### src/rtl/irq_route_pkg.sv
package irq_route_pkg;
   // bit positions of the register fields
   localparam int CPU_LSB  = 8;
   localparam int VEC_LSB  = 0;
   localparam int MASK_BIT = 2;
   localparam int CLR_BIT  = 1;
   localparam int PEND_BIT = 0;
   localparam int SLOT_SH  = 3;

   typedef enum logic [1:0] {
      KIND_ROUTE = 2'd0,
      KIND_CTRL  = 2'd1,
      KIND_NONE  = 2'd2
   } reg_kind_e;
endpackage

### src/rtl/irq_entry.sv
module irq_entry #(
   parameter int CPU_W = 5,
   parameter int VEC_W = 6
) (
   input  logic             clk,
   input  logic             rst_n,
   input  logic             req_i,
   input  logic             rt_we_i,
   input  logic             ctl_we_i,
   input  logic [CPU_W-1:0] wcpu_i,
   input  logic [VEC_W-1:0] wvec_i,
   input  logic             wmask_i,
   input  logic             wclr_i,
   output logic [CPU_W-1:0] cpu_o,
   output logic [VEC_W-1:0] vec_o,
   output logic             mask_o,
   output logic             pend_o,
   output logic             accept_o
);
   logic mask_q, pend_q;

   assign accept_o = req_i & ~mask_q;
   assign mask_o   = mask_q;
   assign pend_o   = pend_q;

   always_ff @(posedge clk or negedge rst_n) begin
      if (!rst_n) begin
         cpu_o <= '0;
         vec_o <= '0;
      end else if (rt_we_i) begin
         cpu_o <= wcpu_i;
         vec_o <= wvec_i;
      end
   end

   // acceptance overrides a same-cycle control write
   always_ff @(posedge clk or negedge rst_n) begin
      if (!rst_n) begin
         mask_q <= 1'b1;
         pend_q <= 1'b0;
      end else if (accept_o) begin
         mask_q <= 1'b1;
         pend_q <= 1'b1;
      end else if (ctl_we_i) begin
         mask_q <= wmask_i;
         if (wclr_i) pend_q <= 1'b0;
      end
   end


   masked_drop_chk: assert property (@(posedge clk) disable iff (!rst_n)
      (req_i && mask_q && !ctl_we_i) |=> (mask_q && $stable(pend_q)));


   accept_sets_chk: assert property (@(posedge clk) disable iff (!rst_n)
      (req_i && !mask_q) |=> (mask_q && pend_q));
endmodule

### src/rtl/irq_prio_pick.sv
module irq_prio_pick #(
   parameter int N     = 32,
   parameter int IDX_W = 5
) (
   input  logic [N-1:0]     req_i,
   output logic [N-1:0]     grant_o,
   output logic [IDX_W-1:0] idx_o,
   output logic             any_o
);
   assign any_o   = |req_i;
   assign grant_o = req_i & (~req_i + N'(1));

   always_comb begin
      idx_o = '0;
      for (int i = N - 1; i >= 0; i--) begin
         if (req_i[i]) idx_o = IDX_W'(i);
      end
   end
endmodule

### src/rtl/irq_route_table.sv
module irq_route_table
   import irq_route_pkg::*;
#(
   parameter int NUM_DEV = 32,
   parameter int CPU_W   = 5,
   parameter int VEC_W   = 6,
   parameter int ADDR_W  = 12
) (
   input  logic               clk,
   input  logic               rst_n,
   input  logic [NUM_DEV-1:0] dev_irq,
   input  logic               reg_en,
   input  logic               reg_wr,
   input  logic [ADDR_W-1:0]  reg_addr,
   input  logic [63:0]        reg_wdata,
   output logic [63:0]        reg_rdata,
   output logic               reg_err,
   output logic               post_valid,
   output logic [CPU_W-1:0]   post_cpu,
   output logic [VEC_W-1:0]   post_vec
);
   localparam int IDX_W  = (NUM_DEV > 1) ? $clog2(NUM_DEV) : 1;
   localparam int SLOT_W = ADDR_W - SLOT_SH;

   // elaboration-time parameter checks
   if (NUM_DEV < 1)             begin : g_bad_dev  $error("NUM_DEV must be at least 1"); end
   if (CPU_W < 1 || CPU_W > 5)  begin : g_bad_cpu  $error("CPU_W must be 1..5"); end
   if (VEC_W < 1 || VEC_W > 6)  begin : g_bad_vec  $error("VEC_W must be 1..6"); end
   if (SLOT_W < IDX_W + 2)      begin : g_bad_addr $error("ADDR_W too small for two regions"); end

   // ---------------- address decode ----------------
   logic [SLOT_W-1:0] slot, slot_c;
   logic [IDX_W-1:0]  acc_idx;
   reg_kind_e         kind;

   assign slot   = reg_addr[ADDR_W-1:SLOT_SH];
   assign slot_c = slot - SLOT_W'(NUM_DEV);

   always_comb begin
      kind    = KIND_NONE;
      acc_idx = '0;
      if (reg_addr[SLOT_SH-1:0] == '0) begin
         if (slot < SLOT_W'(NUM_DEV)) begin
            kind    = KIND_ROUTE;
            acc_idx = slot[IDX_W-1:0];
         end else if (slot < SLOT_W'(2 * NUM_DEV)) begin
            kind    = KIND_CTRL;
            acc_idx = slot_c[IDX_W-1:0];
         end
      end
   end

   // ---------------- entries ----------------
   logic [CPU_W-1:0]   cpu_a [NUM_DEV];
   logic [VEC_W-1:0]   vec_a [NUM_DEV];
   logic [NUM_DEV-1:0] mask_a, pend_a, accept_a;

   for (genvar i = 0; i < NUM_DEV; i++) begin : g_ent
      logic rt_we, ctl_we;
      assign rt_we  = reg_en && reg_wr && (kind == KIND_ROUTE) && (acc_idx == IDX_W'(i));
      assign ctl_we = reg_en && reg_wr && (kind == KIND_CTRL)  && (acc_idx == IDX_W'(i));

      irq_entry #(.CPU_W(CPU_W), .VEC_W(VEC_W)) u_ent (
         .clk      (clk),
         .rst_n    (rst_n),
         .req_i    (dev_irq[i]),
         .rt_we_i  (rt_we),
         .ctl_we_i (ctl_we),
         .wcpu_i   (reg_wdata[CPU_LSB +: CPU_W]),
         .wvec_i   (reg_wdata[VEC_LSB +: VEC_W]),
         .wmask_i  (reg_wdata[MASK_BIT]),
         .wclr_i   (reg_wdata[CLR_BIT]),
         .cpu_o    (cpu_a[i]),
         .vec_o    (vec_a[i]),
         .mask_o   (mask_a[i]),
         .pend_o   (pend_a[i]),
         .accept_o (accept_a[i])
      );
   end

   logic unused_wdata;
   assign unused_wdata = ^reg_wdata;

   // ---------------- read path ----------------
   logic [63:0] rd_val;
   always_comb begin
      rd_val = '0;
      if (kind == KIND_ROUTE) begin
         rd_val[CPU_LSB +: CPU_W] = cpu_a[acc_idx];
         rd_val[VEC_LSB +: VEC_W] = vec_a[acc_idx];
      end else if (kind == KIND_CTRL) begin
         rd_val[MASK_BIT] = mask_a[acc_idx];
         rd_val[PEND_BIT] = pend_a[acc_idx];
      end
   end

   always_ff @(posedge clk or negedge rst_n) begin
      if (!rst_n) begin
         reg_rdata <= '0;
         reg_err   <= 1'b0;
      end else begin
         reg_rdata <= (reg_en && !reg_wr) ? rd_val : '0;
         reg_err   <= reg_en && (kind == KIND_NONE);
      end
   end

   // ---------------- waiting set and posting ----------------
   logic [NUM_DEV-1:0] lat_q, grant;
   logic [IDX_W-1:0]   pick_idx;
   logic               pick_any;

   irq_prio_pick #(.N(NUM_DEV), .IDX_W(IDX_W)) u_pick (
      .req_i   (lat_q),
      .grant_o (grant),
      .idx_o   (pick_idx),
      .any_o   (pick_any)
   );

   always_ff @(posedge clk or negedge rst_n) begin
      if (!rst_n) begin
         lat_q      <= '0;
         post_valid <= 1'b0;
         post_cpu   <= '0;
         post_vec   <= '0;
      end else begin
         lat_q      <= (lat_q & ~grant) | accept_a;
         post_valid <= pick_any;
         post_cpu   <= pick_any ? cpu_a[pick_idx] : '0;
         post_vec   <= pick_any ? vec_a[pick_idx] : '0;
      end
   end


   post_from_wait_chk: assert property (@(posedge clk) disable iff (!rst_n)
      post_valid |-> $past(|lat_q));


   one_grant_chk: assert property (@(posedge clk) disable iff (!rst_n)
      $onehot0(grant));


   grant_matches_pick_chk: assert property (@(posedge clk) disable iff (!rst_n)
      pick_any |-> grant[pick_idx]);


   err_after_access_chk: assert property (@(posedge clk) disable iff (!rst_n)
      reg_err |-> $past(reg_en));


   err_zero_data_chk: assert property (@(posedge clk) disable iff (!rst_n)
      reg_err |-> (reg_rdata == 64'd0));
endmodule

### config.mk
export PLATFORM = sky130hd
export DESIGN_NAME = irq_route_table
export DESIGN_NICKNAME = d
export VERILOG_FILES = /design/src/rtl/irq_route_pkg.sv /design/src/rtl/irq_entry.sv /design/src/rtl/irq_prio_pick.sv /design/src/rtl/irq_route_table.sv
export SDC_FILE = /design/constraint.sdc
export NUM_CORES = 1
export LEC_CHECK = 0
export BUFFER_PORTS_ARGS = -buffer_cell sky130_fd_sc_hd__buf_2
export CORE_MARGIN = 2
export CORE_UTILIZATION = 62
export CTS_CLUSTER_DIAMETER = 50
export DETAILED_ROUTE_END_ITERATION = 10
export PLACE_DENSITY = 0.79
export SETUP_SLACK_MARGIN = 0.5
export SYNTH_ARGS = -nofsm -noshare
export SYNTH_HDL_FRONTEND = slang
export SYNTH_SLANG_ARGS = --single-unit
### constraint.sdc
create_clock -name clk -period 7 [get_ports clk]
set_input_delay 1.4 -clock clk [delete_from_list [all_inputs] [get_ports clk]]
set_output_delay 1.4 -clock clk [all_outputs]
set_load 0.005 [all_outputs]
==> flow_summary.yaml <==
outcome:
  status: "finished, final reports clean"
finish:
  drive_gt1_share_pct: 27.8
  final_common_cell: "dfrtp_1"
  fin_cells: 3024
  most-common-layout-cells: "439 x dfrtp_1, 388 x mux2_2, 199 x nor2_1"
  nets: 2562
  area_growth_pct: 9.02
  utilization_pct: 68.3
  design_area_mm2: 0.0279
worst_hold_path:
  hold_path_class: "flop to flop"
  min_path_cells: 2
clocking:
  cts_resized: 0
  clock_path_buffers: 3
  postCtsHoldBufs: 0
  cts_tree: "built"
  post_cts_buffers: 0
  cts_sinks: 472
  clock_latency_ns: 0.62
  cts_made_buffers: 51
  cts-root-buf: "clkbuf_16"
  cts-htree-levels: 2
  clk_pin_slew_worst_paths_ns: 0.06
pwr:
  cellLeakagePower_nw: 12.6
  vdd_ir_drop_max_mv: 0.479
  finalPower_mw: 8.55
  power_density_mw_per_mm2: 307
yosys:
  ys.flop_type: "dfrtp_1"
  ys_async_sr_fraction_pct: 100
  synth_cell_types: 68
  synth_fa_ha_area_share_pct: 0
  syn_inst: 2469
  synth_compound_area_share_pct: 15.0
  synth_seq_area_share_pct: 46.3
  ys_warn_count: 0
  synth_xor_area_share_pct: 0
  synth_mux_area_share_pct: 22.4
  ys_ff_latch: 472
  synth_top_family_by_area: "multiplexers"
  avgSynthCellArea_um2: 10.4
  netlist_area_mm2: 0.0256
  synth-edff-count: 0
  synth-simple-area-share_pct: 11.1
worst_setup_path:
  cp-start-kind: "input pin"
  cp_max_fo: 30
  r2r_cells: 10
  critical-path-max-stage-delay_ns: 0.99
  worst_path_max_delay_cell: "nor2_2"
  worstPathRequired_ns: 7.50
  crit_path_end_kind: "flop"
  cp.arrival_ns: 5.13
  worstSetupPathType: "input pin to flop"
  worstPathCellList: "buf_2 -> nor2_1 -> and3_2 -> and3_1 -> buf_4 -> nand2_1 -> nor2_2 -> mux2_2"
sta:
  worstMarginPinSlew_ns: 1.27
  tns_ns: 0
  whs_ns: 0.508
  slew-limit-headroom_pct: 12.9
  hold_viol: 0
  setup_viol: 0
  clock.fmax_mhz: 216
  fin_skew_ns: 0.0225
  min_period_over_period_pct: 66.2
  final-max-slew-violation-count: 0
  setup_slack_ns: 2.37
  rsz0062_at_grt: "no"
  fin_crit_ns: 4.63
placed_design:
  pre_cts_ws_ns: 2.02
  place_inst: 2929
  place_area_mm2: 0.0262
  gp_congestion: 0.952
  dp.final_hpwl_um: 52700
  port_buffers: 82
routing:
  dr.first_iter.drc_count: 3090
  vias_per_cell: 7.21
  final_antenna_net_count: 0
  first_pass_iters: 6
  drcViolationCount: 0
  routed_wl_um: 86100
  wire_per_inst_um: 28.5
  via_count: 21800
floorplan:
  io_pins: 189
  die_height_um: 207
  rows: 74
  fp.dieW_um: 207
  coreArea_mm2: 0.0408
  dieArea_mm2: 0.0429
  start_util_pct: 62.7
global_route:
  grt_max_degree: 176
  overflow: 0
  grt_pass1_vias: 21700
  antenna_found_initial: 4
  grt_pass1_wl_um: 130000
  grt_usage_pct: 39.5
run:
  cap_violations: 0
[synthesized netlist by cell type (all sizes together) (4+ instances only)]
cell | instances | area, µm²
nor4 | 8 | 50.1
and2 | 12 | 75.1
or4 | 4 | 30.0
a2111oi | 14 | 160
mux2i | 119 | 1190
a22o | 12 | 105
o311ai | 10 | 87.6
or3 | 32 | 200
or2 | 6 | 37.5
nor2b | 15 | 93.8
o22ai | 72 | 450
a221o | 4 | 40.0
nand4 | 15 | 93.8
dfrtp | 440 | 11000
nand2b | 40 | 250
o41ai | 4 | 35.0
a21oi | 125 | 626
o31ai | 5 | 37.5
a32o | 7 | 70.1
o221ai | 24 | 210
o32ai | 10 | 87.6
a31oi | 16 | 100
buf | 139 | 811
and3 | 5 | 31.3
a221oi | 15 | 131
o21ai | 130 | 654
mux2 | 388 | 4370
dfstp | 32 | 841
inv | 7 | 26.3
nor3 | 24 | 130
o211ai | 51 | 383
a211oi | 25 | 188
mux4 | 8 | 180
o2111ai | 15 | 131
a22oi | 25 | 188
clkbuf | 130 | 488
nand3 | 60 | 300
nand2 | 185 | 697
nor2 | 214 | 808
[critical path: cells and delay by family]
family        cells  cell delay [ns]
mux               1             0.42
simple gates      5             2.78
buf+inv           2             0.51
[cell type report]
class	count	area (µm²)
Fill cell	2984	12900
Multi-Input combinational cell	1773	12700
Sequential cell	472	11900
Clock buffer	75	1500
Timing Repair Buffer	145	927
Tap cell	532	666
Clock inverter	19	203
Inverter	7	26.3
Antenna cell	1	2.50
[report_power, final]
part | internal, mW | switching (mW)
combinational | 0.812 | 2.07
clock | 1.60 | 1.16
sequential | 2.83 | 0.0851
total | 5.24 | 3.31
[metal layers]
metal | track usage (%) | part of all wire, % | vias to the layer above
li1 | - | - | 8923
met1 | 50.5 | 35 | 10700
met2 | 57.7 | 43 | 1762
met3 | 12.4 | 14 | 462
met4 | 26.5 | 7.5 | 4
met5 | 0 | 0.027 | -
[worst paths after layout]
check,startpoint,end,slack (ns)
setup / recovery,reg_addr[11],g_ent[31].u_ent.vec_o[2]$_DFFE_PN0P_,2.37
hold / removal,g_ent[11].u_ent.pend_o$_DFFE_PN0P_,g_ent[11].u_ent.pend_o$_DFFE_PN0P_,0.51
setup reg to reg,lat_q[8]$_DFF_PN0_,post_vec[3]$_DFF_PN0_,2.49
hold reg to reg,g_ent[11].u_ent.pend_o$_DFFE_PN0P_,g_ent[11].u_ent.pend_o$_DFFE_PN0P_,0.51
max in group asynchronous,rst_n,g_ent[26].u_ent.vec_o[2]$_DFFE_PN0P_,4.57
min in group asynchronous,rst_n,lat_q[9]$_DFF_PN0_,0.91
[sequential cells by signal (all words and copies together), names as in the netlist, 5 cells and up]
name                flops
g_ent.u_ent.cpu_o     160
g_ent.u_ent.mask_o     32
g_ent.u_ent.pend_o     32
g_ent.u_ent.vec_o     192
lat_q                  32
post_cpu                5
post_vec                6
reg_rdata              11
[logic make-up after synthesis]
kind of cell / after synthesis
flip-flops: 472
other: 1
multiplexers: 515
AO/OA/AOI/OAI: 581
AND/OR/NAND/NOR: 624
buffers and inverters: 276
No activity file was read; power rests on OpenSTA's default activity.
